`src/rtl/fpadd_pkg.sv`:
```
package fpadd_pkg;

  localparam int EXP_W  = 8;
  localparam int FRAC_W = 23;
  localparam int WORD_W = 1 + EXP_W + FRAC_W;
  localparam int SIG_W  = FRAC_W + 1;          // with hidden bit
  localparam int EXT_W  = SIG_W + 3;           // guard, round, sticky
  localparam int EXPI_W = EXP_W + 2;           // internal exponent with sign room
  localparam int LZC_W  = $clog2(EXT_W + 1);

  localparam logic [EXP_W-1:0]  EXP_MAX = '1;
  localparam logic [WORD_W-1:0] QNAN    = {1'b0, EXP_MAX, 1'b1, {(FRAC_W-1){1'b0}}};

  typedef enum logic [1:0] {
    RM_NEAR = 2'b00,
    RM_ZERO = 2'b01,
    RM_UP   = 2'b10,
    RM_DOWN = 2'b11
  } rmode_t;

  typedef struct packed {
    logic              special;
    logic [WORD_W-1:0] spec_word;
    logic              sign_big;
    logic              eff_sub;
    logic [EXP_W-1:0]  exp_big;
    logic [EXT_W-1:0]  sig_big;
    logic [EXT_W-1:0]  sig_small;
    rmode_t            rm;
  } align_t;

  typedef struct packed {
    logic              special;
    logic [WORD_W-1:0] spec_word;
    logic              sign;
    logic              zero;
    logic [EXPI_W-1:0] exp;
    logic [EXT_W-1:0]  sig;
    rmode_t            rm;
  } norm_t;

  // Right shift by d; everything pushed out is ORed into bit 0.
  function automatic logic [EXT_W-1:0] shift_sticky(input logic [EXT_W-1:0] v,
                                                    input logic [EXP_W-1:0] d);
    logic [EXT_W-1:0] mask;
    logic [EXT_W-1:0] res;
    if (d >= EXP_W'(EXT_W)) begin
      res    = '0;
      res[0] = |v;
    end else begin
      mask   = ~({EXT_W{1'b1}} << d);
      res    = v >> d;
      res[0] = res[0] | (|(v & mask));
    end
    return res;
  endfunction

  function automatic logic [LZC_W-1:0] lead_zeros(input logic [EXT_W-1:0] v);
    logic [LZC_W-1:0] n;
    logic             found;
    n     = '0;
    found = 1'b0;
    for (int i = EXT_W - 1; i >= 0; i--) begin
      if (!found) begin
        if (v[i]) found = 1'b1;
        else      n = n + 1'b1;
      end
    end
    return n;
  endfunction

  function automatic logic round_up(input rmode_t rm, input logic sign,
                                    input logic lsb, input logic rb, input logic sb);
    case (rm)
      RM_NEAR: return rb & (sb | lsb);
      RM_ZERO: return 1'b0;
      RM_UP:   return ~sign & (rb | sb);
      default: return sign & (rb | sb);
    endcase
  endfunction

endpackage

```
`src/rtl/fpadd_prep.sv`:
```
module fpadd_prep
  import fpadd_pkg::*;
(
  input  logic [WORD_W-1:0] op_a,
  input  logic [WORD_W-1:0] op_b,
  input  logic              op_sub,
  input  rmode_t            rm,
  output align_t            stage
);

  logic             sa, sb;
  logic [EXP_W-1:0] ea, eb, dexp;
  logic [FRAC_W-1:0] fa, fb;
  logic             a_nan, b_nan, a_inf, b_inf, swap_ops;
  logic [EXT_W-1:0] siga, sigb, small_raw;

  assign sa = op_a[WORD_W-1];
  assign sb = op_b[WORD_W-1] ^ op_sub;
  assign ea = op_a[WORD_W-2 -: EXP_W];
  assign eb = op_b[WORD_W-2 -: EXP_W];
  assign fa = op_a[FRAC_W-1:0];
  assign fb = op_b[FRAC_W-1:0];

  assign a_nan = (ea == EXP_MAX) && (fa != '0);
  assign b_nan = (eb == EXP_MAX) && (fb != '0);
  assign a_inf = (ea == EXP_MAX) && (fa == '0);
  assign b_inf = (eb == EXP_MAX) && (fb == '0);

  // exponent field 0 reads as zero (subnormals flushed on input)
  assign siga = (ea != '0) ? {1'b1, fa, 3'b000} : '0;
  assign sigb = (eb != '0) ? {1'b1, fb, 3'b000} : '0;

  assign swap_ops = eb > ea;

  always_comb begin
    stage           = '0;
    stage.rm        = rm;
    stage.eff_sub   = sa ^ sb;
    stage.sign_big  = swap_ops ? sb : sa;
    stage.exp_big   = swap_ops ? eb : ea;
    stage.sig_big   = swap_ops ? sigb : siga;
    small_raw       = swap_ops ? siga : sigb;
    dexp            = swap_ops ? (eb - ea) : (ea - eb);
    stage.sig_small = shift_sticky(small_raw, dexp);
    if (a_nan || b_nan || (a_inf && b_inf && (sa != sb))) begin
      stage.special   = 1'b1;
      stage.spec_word = QNAN;
    end else if (a_inf) begin
      stage.special   = 1'b1;
      stage.spec_word = {sa, EXP_MAX, {FRAC_W{1'b0}}};
    end else if (b_inf) begin
      stage.special   = 1'b1;
      stage.spec_word = {sb, EXP_MAX, {FRAC_W{1'b0}}};
    end
  end

endmodule

```
`src/rtl/fpadd_norm.sv`:
```
module fpadd_norm
  import fpadd_pkg::*;
(
  input  align_t           stage,
  output norm_t            res,
  output logic             sum_carry,
  output logic             diff_neg,
  output logic [LZC_W-1:0] lz_count
);

  logic [EXT_W:0]   sum, diff;
  logic [EXT_W-1:0] mag;

  always_comb begin
    sum       = {1'b0, stage.sig_big} + {1'b0, stage.sig_small};
    diff      = {1'b0, stage.sig_big} - {1'b0, stage.sig_small};
    mag       = diff[EXT_W] ? (~diff[EXT_W-1:0] + 1'b1) : diff[EXT_W-1:0];
    sum_carry = ~stage.eff_sub & sum[EXT_W];
    diff_neg  = stage.eff_sub & diff[EXT_W];
    lz_count  = lead_zeros(mag);

    res           = '0;
    res.special   = stage.special;
    res.spec_word = stage.spec_word;
    res.rm        = stage.rm;

    if (!stage.eff_sub) begin
      res.sign = stage.sign_big;
      res.zero = (sum == '0);
      if (sum[EXT_W]) begin
        res.sig    = sum[EXT_W:1];
        res.sig[0] = sum[1] | sum[0];
        res.exp    = {2'b00, stage.exp_big} + EXPI_W'(1);
      end else begin
        res.sig = sum[EXT_W-1:0];
        res.exp = {2'b00, stage.exp_big};
      end
    end else begin
      res.zero = (mag == '0);
      res.sign = res.zero ? (stage.rm == RM_DOWN) : (stage.sign_big ^ diff[EXT_W]);
      res.sig  = mag << lz_count;
      res.exp  = {2'b00, stage.exp_big} - EXPI_W'(lz_count);
    end
  end

endmodule

```
`src/rtl/fpadd_round.sv`:
```
module fpadd_round
  import fpadd_pkg::*;
(
  input  norm_t             res,
  output logic [WORD_W-1:0] word,
  output logic              ovf,
  output logic              unf,
  output logic              inc,
  output logic              renorm
);

  logic [SIG_W:0]    rsum;
  logic [EXPI_W-1:0] efin;
  logic [FRAC_W-1:0] frac;
  logic              lsb, rbit, sbit;

  always_comb begin
    lsb    = res.sig[3];
    rbit   = res.sig[2];
    sbit   = |res.sig[1:0];
    inc    = round_up(res.rm, res.sign, lsb, rbit, sbit);
    rsum   = {1'b0, res.sig[EXT_W-1:3]} + (SIG_W+1)'(inc);
    renorm = rsum[SIG_W];
    efin   = res.exp + EXPI_W'(renorm);
    frac   = renorm ? rsum[FRAC_W:1] : rsum[FRAC_W-1:0];

    word = '0;
    ovf  = 1'b0;
    unf  = 1'b0;
    if (res.special) begin
      word = res.spec_word;
    end else if (res.zero) begin
      word = {res.sign, {(WORD_W-1){1'b0}}};
    end else if (res.exp[EXPI_W-1] || (res.exp == '0)) begin
      word = {res.sign, {(WORD_W-1){1'b0}}};
      unf  = 1'b1;
    end else if (efin >= EXPI_W'(EXP_MAX)) begin
      word = {res.sign, EXP_MAX, {FRAC_W{1'b0}}};
      ovf  = 1'b1;
    end else begin
      word = {res.sign, efin[EXP_W-1:0], frac};
    end
  end

endmodule

```
`src/rtl/fpadd_unit.sv`:
```
module fpadd_unit
  import fpadd_pkg::*;
(
  input  logic              clk,
  input  logic              rst_n,
  input  logic              start,
  input  logic [WORD_W-1:0] op_a,
  input  logic [WORD_W-1:0] op_b,
  input  logic              op_sub,
  input  logic [1:0]        rnd_mode,
  output logic              valid,
  output logic [WORD_W-1:0] result,
  output logic              overflow,
  output logic              underflow
);

  align_t            prep_out, s1_q;
  norm_t             norm_out, s2_q;
  logic              v1_q, v2_q;
  logic              sum_carry, diff_neg, rnd_inc, rnd_renorm, rnd_ovf, rnd_unf;
  logic [LZC_W-1:0]  lz_count;
  logic [WORD_W-1:0] rnd_word;

  fpadd_prep u_prep (
    .op_a  (op_a),
    .op_b  (op_b),
    .op_sub(op_sub),
    .rm    (rmode_t'(rnd_mode)),
    .stage (prep_out)
  );

  fpadd_norm u_norm (
    .stage    (s1_q),
    .res      (norm_out),
    .sum_carry(sum_carry),
    .diff_neg (diff_neg),
    .lz_count (lz_count)
  );

  fpadd_round u_round (
    .res   (s2_q),
    .word  (rnd_word),
    .ovf   (rnd_ovf),
    .unf   (rnd_unf),
    .inc   (rnd_inc),
    .renorm(rnd_renorm)
  );

  always_ff @(posedge clk or negedge rst_n) begin
    if (!rst_n) begin
      v1_q      <= 1'b0;
      v2_q      <= 1'b0;
      valid     <= 1'b0;
      s1_q      <= '0;
      s2_q      <= '0;
      result    <= '0;
      overflow  <= 1'b0;
      underflow <= 1'b0;
    end else begin
      v1_q  <= start;
      v2_q  <= v1_q;
      valid <= v2_q;
      s1_q  <= prep_out;
      s2_q  <= norm_out;
      if (v2_q) begin
        result    <= rnd_word;
        overflow  <= rnd_ovf;
        underflow <= rnd_unf;
      end
    end
  end

  // ---- stage 1: alignment keeps the larger exponent
  assert_align_max_R2: assert property (@(posedge clk) disable iff (!rst_n)
    start |-> (prep_out.exp_big >= op_a[WORD_W-2 -: EXP_W]) &&
              (prep_out.exp_big >= op_b[WORD_W-2 -: EXP_W]));

  // ---- stage 2: normalization
  assert_carry_exp_R2: assert property (@(posedge clk) disable iff (!rst_n)
    (v1_q && sum_carry && !s1_q.special) |-> (norm_out.exp == {2'b00, s1_q.exp_big} + EXPI_W'(1)));

  assert_negdiff_sign_R3: assert property (@(posedge clk) disable iff (!rst_n)
    (v1_q && diff_neg && !s1_q.special) |-> (norm_out.sign != s1_q.sign_big));

  assert_norm_hidden_R3: assert property (@(posedge clk) disable iff (!rst_n)
    (v1_q && !s1_q.special && !norm_out.zero) |-> norm_out.sig[EXT_W-1]);

  // a shift of two or more only follows a near-exponent subtraction, which loses nothing
  assert_lz_exact_R3: assert property (@(posedge clk) disable iff (!rst_n)
    (v1_q && s1_q.eff_sub && !s1_q.special && (lz_count > LZC_W'(1))) |-> (norm_out.sig[1:0] == 2'b00));

  // ---- stage 3: rounding and packing
  assert_rtz_noinc_R5: assert property (@(posedge clk) disable iff (!rst_n)
    (v2_q && (s2_q.rm == RM_ZERO)) |-> !rnd_inc);

  assert_round_renorm_R7: assert property (@(posedge clk) disable iff (!rst_n)
    (v2_q && rnd_renorm && !s2_q.special && !s2_q.zero && !rnd_ovf && !rnd_unf)
      |-> (rnd_word[FRAC_W-1:0] == '0));

  // ---- outputs
  assert_latency_R1: assert property (@(posedge clk) disable iff (!rst_n)
    valid |-> $past(start, 3));

  assert_ovf_inf_R8: assert property (@(posedge clk) disable iff (!rst_n)
    (valid && overflow) |-> (result[WORD_W-2:0] == {EXP_MAX, {FRAC_W{1'b0}}}));

  assert_unf_zero_R9: assert property (@(posedge clk) disable iff (!rst_n)
    (valid && underflow) |-> (result[WORD_W-2:0] == '0) && !overflow);

endmodule

```
`config.mk`:
```
export PLATFORM = sky130hd
export DESIGN_NAME = fpadd_unit
export DESIGN_NICKNAME = d
export VERILOG_FILES = /design/src/rtl/fpadd_pkg.sv /design/src/rtl/fpadd_prep.sv /design/src/rtl/fpadd_norm.sv /design/src/rtl/fpadd_round.sv /design/src/rtl/fpadd_unit.sv
export SDC_FILE = /design/constraint.sdc
export NUM_CORES = 1
export LEC_CHECK = 0
export BUFFER_PORTS_ARGS = -buffer_cell sky130_fd_sc_hd__buf_2
export CORE_ASPECT_RATIO = 1.5
export CORE_MARGIN = 4
export CORE_UTILIZATION = 50
export CTS_CLUSTER_SIZE = 28
export DETAILED_ROUTE_END_ITERATION = 10
export GPL_ROUTABILITY_DRIVEN = 0
export PLACE_DENSITY = 0.68
export SYNTH_ARGS = -nofsm -noshare
export SYNTH_HDL_FRONTEND = slang
export SYNTH_HIERARCHICAL = 1
export SYNTH_SLANG_ARGS = --single-unit
```
`constraint.sdc`:
```
create_clock -name clk -period 26 [get_ports clk]
set_input_delay 5.2 -clock clk [delete_from_list [all_inputs] [get_ports clk]]
set_output_delay 5.2 -clock clk [all_outputs]
set_load 0.05 [all_outputs]
```
Word level (Yosys, flattened, before mapping)
Cells that the tools add are included.
Word-level totals
  memory bits (writable): 0
  bits of input ports: 70
  latch bits: 0
  bits in read-only memories: 0
  bits in registers: 210
  memories kept: 0
Operators by class
  muxes and demuxes: 132
  equal/unequal tests: 6
  $mul: 0
  reduce and logical (&&, ||, !) cells: 22
  divide/modulo/power cells: 0
  add/subtract/negate cells: 35
  magnitude comparators: 3
  shift operators: 3
  bitwise operators: 14
Operators with widths (count)
  2-to-1 mux 5 bit: 52
  2-to-1 mux 27 bit: 6
  adder 5 x 1 -> 5 bit (second input constant): 25
  2-to-1 mux 33 bit: 3
  2-to-1 mux 31 bit: 3
  2-to-1 mux 1 bit: 61
  inverter 27 bit: 2
  OR reduction 27 bit: 2
  zero test 23 bit: 2
  nonzero test 23 bit: 2
  2-to-1 mux 39 bit: 1
  2-to-1 mux 37 bit: 1
  2-to-1 mux 32 bit: 1
  adder 27 x 27 -> 28 bit: 1
  zero test 28 bit: 1
  subtractor 27 x 27 -> 28 bit: 1
  adder 27 x 1 -> 27 bit (second input constant): 1
  AND 27 bit: 1
  zero test 27 bit: 1
  << shifter 27 x 5 -> 27 bit: 1
  << shifter 27 x 8 -> 27 bit (first input constant): 1
  >> shifter 27 x 8 -> 27 bit: 1
  adder 24 x 1 -> 25 bit: 1
  2-to-1 mux 23 bit: 1
  other kinds (24): 43

Depth between registers and ports, before layout
  depth after elaboration: 85
  mapped depth: 112
  gate-level depth less buffers: 108

Cells and area by module
The synthesis kept the hierarchy.
Modules (own cells, without submodules)
  fpadd_norm: cells an instance 1459, area an instance 9724.3 sq um, sequential area each 0.0 sq um, instances 1
  fpadd_unit: cells an instance 248, area an instance 5821.8 sq um, sequential area each 5255.0 sq um, instances 1
  fpadd_prep: cells an instance 628, area an instance 4174.0 sq um, sequential area each 0.0 sq um, instances 1
  fpadd_round: cells an instance 181, area an instance 1171.1 sq um, sequential area each 0.0 sq um, instances 1

Worst setup path before layout
Ideal clock, no wire load.
  path type: reg-to-reg
  start point: reg s1_q[29] (netlist bit)
  end point: reg s2_q[36] (netlist bit)
  library setup time: 0.079 ns
  data arrival time: 19.134 ns
  data required time: 25.921 ns
  slack: 6.787 ns
  cell stages (with the launch flop): 107
  cells stage by stage: dfrtp_1 > inv_1 > ha_1 > inv_1 > fa_1 > a21o_1 > a21oi_1 > xnor2_1 > or3_1 > a2111oi_1 > and2b_1 > nand4_1 > or4_1 > a211oi_2 > or2_2 > ha_1 > nor2_1 > nor2_1 > (+71 left out) > a31oi_1 > ha_1 > mux2i_1 > nand2_1 > o21ai_0 > nand2_1 > and3_1 > ha_1 > mux2_2 > clkbuf_1 > clkinv_1 > ha_1 > a21o_1 > a21o_1 > a21o_1 > a21o_1 > o32ai_1 > xor2_1
RTL lines
  start: declaration: RTL line fpadd_unit.sv:17  | align_t prep_out, s1_q;
  start signal: assignment: RTL line fpadd_unit.sv:63  | s1_q <= prep_out;
  end signal: assignment: RTL line fpadd_unit.sv:64  | s2_q <= norm_out;
  end: declaration: RTL line fpadd_unit.sv:18  | norm_t norm_out, s2_q;

==> results by group <==
STA
  • Setup TNS: 0 ns
  • Final slew viol count: 0
  • Period utilization: 0.8603
  • RSZ-0062 raised after global routing: no
  • Final Hold Viols: 0
  • Final setup viols: 0
  • Slew @ Worst Pin: 1.164 ns
  • Worst Skew: about 0.019 ns
  • Slew headroom: 0.2237
  • Hold Slack: between 0.3 and 0.4 ns
  • Fmax: 0.04470 GHz
  • Final Critical Period: 22.37 ns

Detailed routing
  • Routed wl met3: between 2000 and 3000 um
  • Drt drc: 0
  • WL/cell: 19.53 um
  • DR top layer: met5
  • Via count: 18980
  • Vias/cell: 6.197
  • DRT iter0 DRCs: between 1000 and 1500
  • Detail Route Antenna Nets: 0
  • Routed met2 length: just over 30000 um
  • Final wirelength: 59800 um
  • Number of detailed-route iterations in the first pass: 6
  • Wire length on met1: around 22000 um

Worst setup path
  • Setup crit start: s1_q[29]
  • CP peak stage delay: approximately 0.71 ns
  • Critical path's slowest cell: o211ai_1
  • Critical Path Sink: s2_q[36]
  • Startpoint type of the worst setup path: register
  • Top cell by count, worst path: ha_1
  • RR Startpoint: s1_q[29]
  • CP delay by family, top: adder cells
  • Cells on worst reg2reg path: 107
  • Crit. End Element: register
  • CP Class: register to register
  • Worst Path Required: between 20 and 30 ns
  • CP arrival: ~23 ns
  • Max FO, Critical Path: 29
  • Instance count on the critical path: 107
  • R2r setup slk: 3.63 ns
  • Sum of buffers and inverters on the critical path: 8
  • Critical R2R Capture: s2_q[36]

Yosys
  • Synthesized area: 20880 um^2
  • Post-synthesis cell count: about 2500
  • Yosys warns: 6
  • Avg Cell Area, Syn: about 8.3 um^2

Min path
  • Hold path cells: 0
  • Hold Path Class: register to register

Place
  • Hpwl dp: between 40000 and 50000 um
  • Placed inst area: ~21000 um^2
  • Placed Instances: between 3000 and 4000
  • Port buffer count: ~100

Layout
  • Antenna Cells: 0
  • Seq. cell area: approximately 5300 um^2
  • Final instance area: 21940 um^2
  • Multi-input gate area: around 14000 um^2
  • Layout cell share with drive strength beyond 1: 0.1214
  • Fillcell total: 3913
  • Syn-to-layout area delta: 5.082%
  • Final nets: between 2000 and 3000
  • Layout Cells excl Fill: approximately 3000

Clock tree
  • Max Root-Sink Buffers: 3
  • Worst-path clk slew: about 0.07 ns
  • CTS Hold Bufs: 0
  • CTS root buf: clkbuf_16
  • Worst-Skew Late Latency: ~0.52 ns
  • Num CTS Buffers: 20
  • Setup repair bufs after CTS: 0
  • Post-CTS sizing: 0
  • Clock sinks: between 200 and 250
  • CTS tree: done
  • Number of H-tree levels: 1

Pwr
  • PwrDens: 85.17 nW/um^2
  • Peak VDD IR: ~0.045 mV
  • Leak pwr: approximately 9.5 nW
  • Total power: 1.869 mW

Floorplanning
  • DIE AREA: between 40000 and 50000 um^2
  • Die span in y: between 200 and 300 um
  • IO Pins: between 100 and 150
  • Die Wd: ~170 um
  • # rows: slightly above 90
  • Core Region: 41220 um^2
  • Initial Util: 0.5066

GRT
  • Largest net degree at the start of global routing: ~140
  • Aggregate global routing overflow: 0
  • Initial antenna violation count: 1
  • Number of global-route vias before repair: around 18000
  • Total track usage: 0.2545
  • First-pass GRT wire length: ~95000 um

Status
  • Status: finished clean

Flow run
  • Max_cap viols: 0
[power by group]
part / internal, mW / leakage, nW / switching [mW] / total [mW]
logic: 0.402 / 6.60 / 0.728 / 1.13
clock network: 0.174 / 0.334 / 0.126 / 0.300
registers: 0.389 / 2.60 / 0.0506 / 0.439
[registers in the layout, summed over array words and instances, names as in the netlist]
register / cells
overflow: 1
result: 32
s1_q: 99
s2_q: 74
underflow: 1
v1_q: 1
v2_q: 1
valid: 1
[placed cells by master, fill, tap and decap left out, types with 32 or more instances in the layout]
master	count
nand4_1	34
nor2_1	201
ha_1	105
nand3_1	86
xor2_1	48
mux2i_1	116
a21oi_1	126
dfrtp_1	209
o21ai_0	140
nor3_1	66
inv_1	111
xnor2_1	95
a22o_1	41
nand2_1	290
a21o_1	32
buf_2	103
[metal layers]
metal / track usage / vias to the layer above
li1: - / 8994
met1: 0.2779 / 8917
met2: 0.4686 / 803
met3: 0.02057 / 260
met4: 0.1679 / 2
met5: 0 / -
[layout make-up]
cell class / instances / area share
sequential: 210 / 0.2396
tap: 558 / 0.03182
inverter: 113 / 0.01933
clock buffer: 26 / 0.02521
clock inverter: 10 / 0.006558
timing repair buffer: 125 / 0.03131
multi-input combinational: 2020 / 0.6462
[how the worst min path moves through the flow]
stage             start       end
6_report       s1_q[73]  s2_q[48]
5_1_grt        s1_q[94]  s2_q[69]
4_1_cts        s1_q[87]  s2_q[62]
3_5_place_dp   s1_q[89]  s2_q[64]
3_3_place_gp   s1_q[80]  s2_q[55]
2_1_floorplan      v1_q      v2_q
[stage by stage]
stage                     setup slack [ns]    util
after floorplan                      6.787       -
after global placement               4.928  0.5154
after detailed placement             3.979  0.5154
after CTS                            3.916  0.5323
after global routing                 1.804  0.5323
final                                3.631  0.5323
Power figures use the tool's default switching activity.
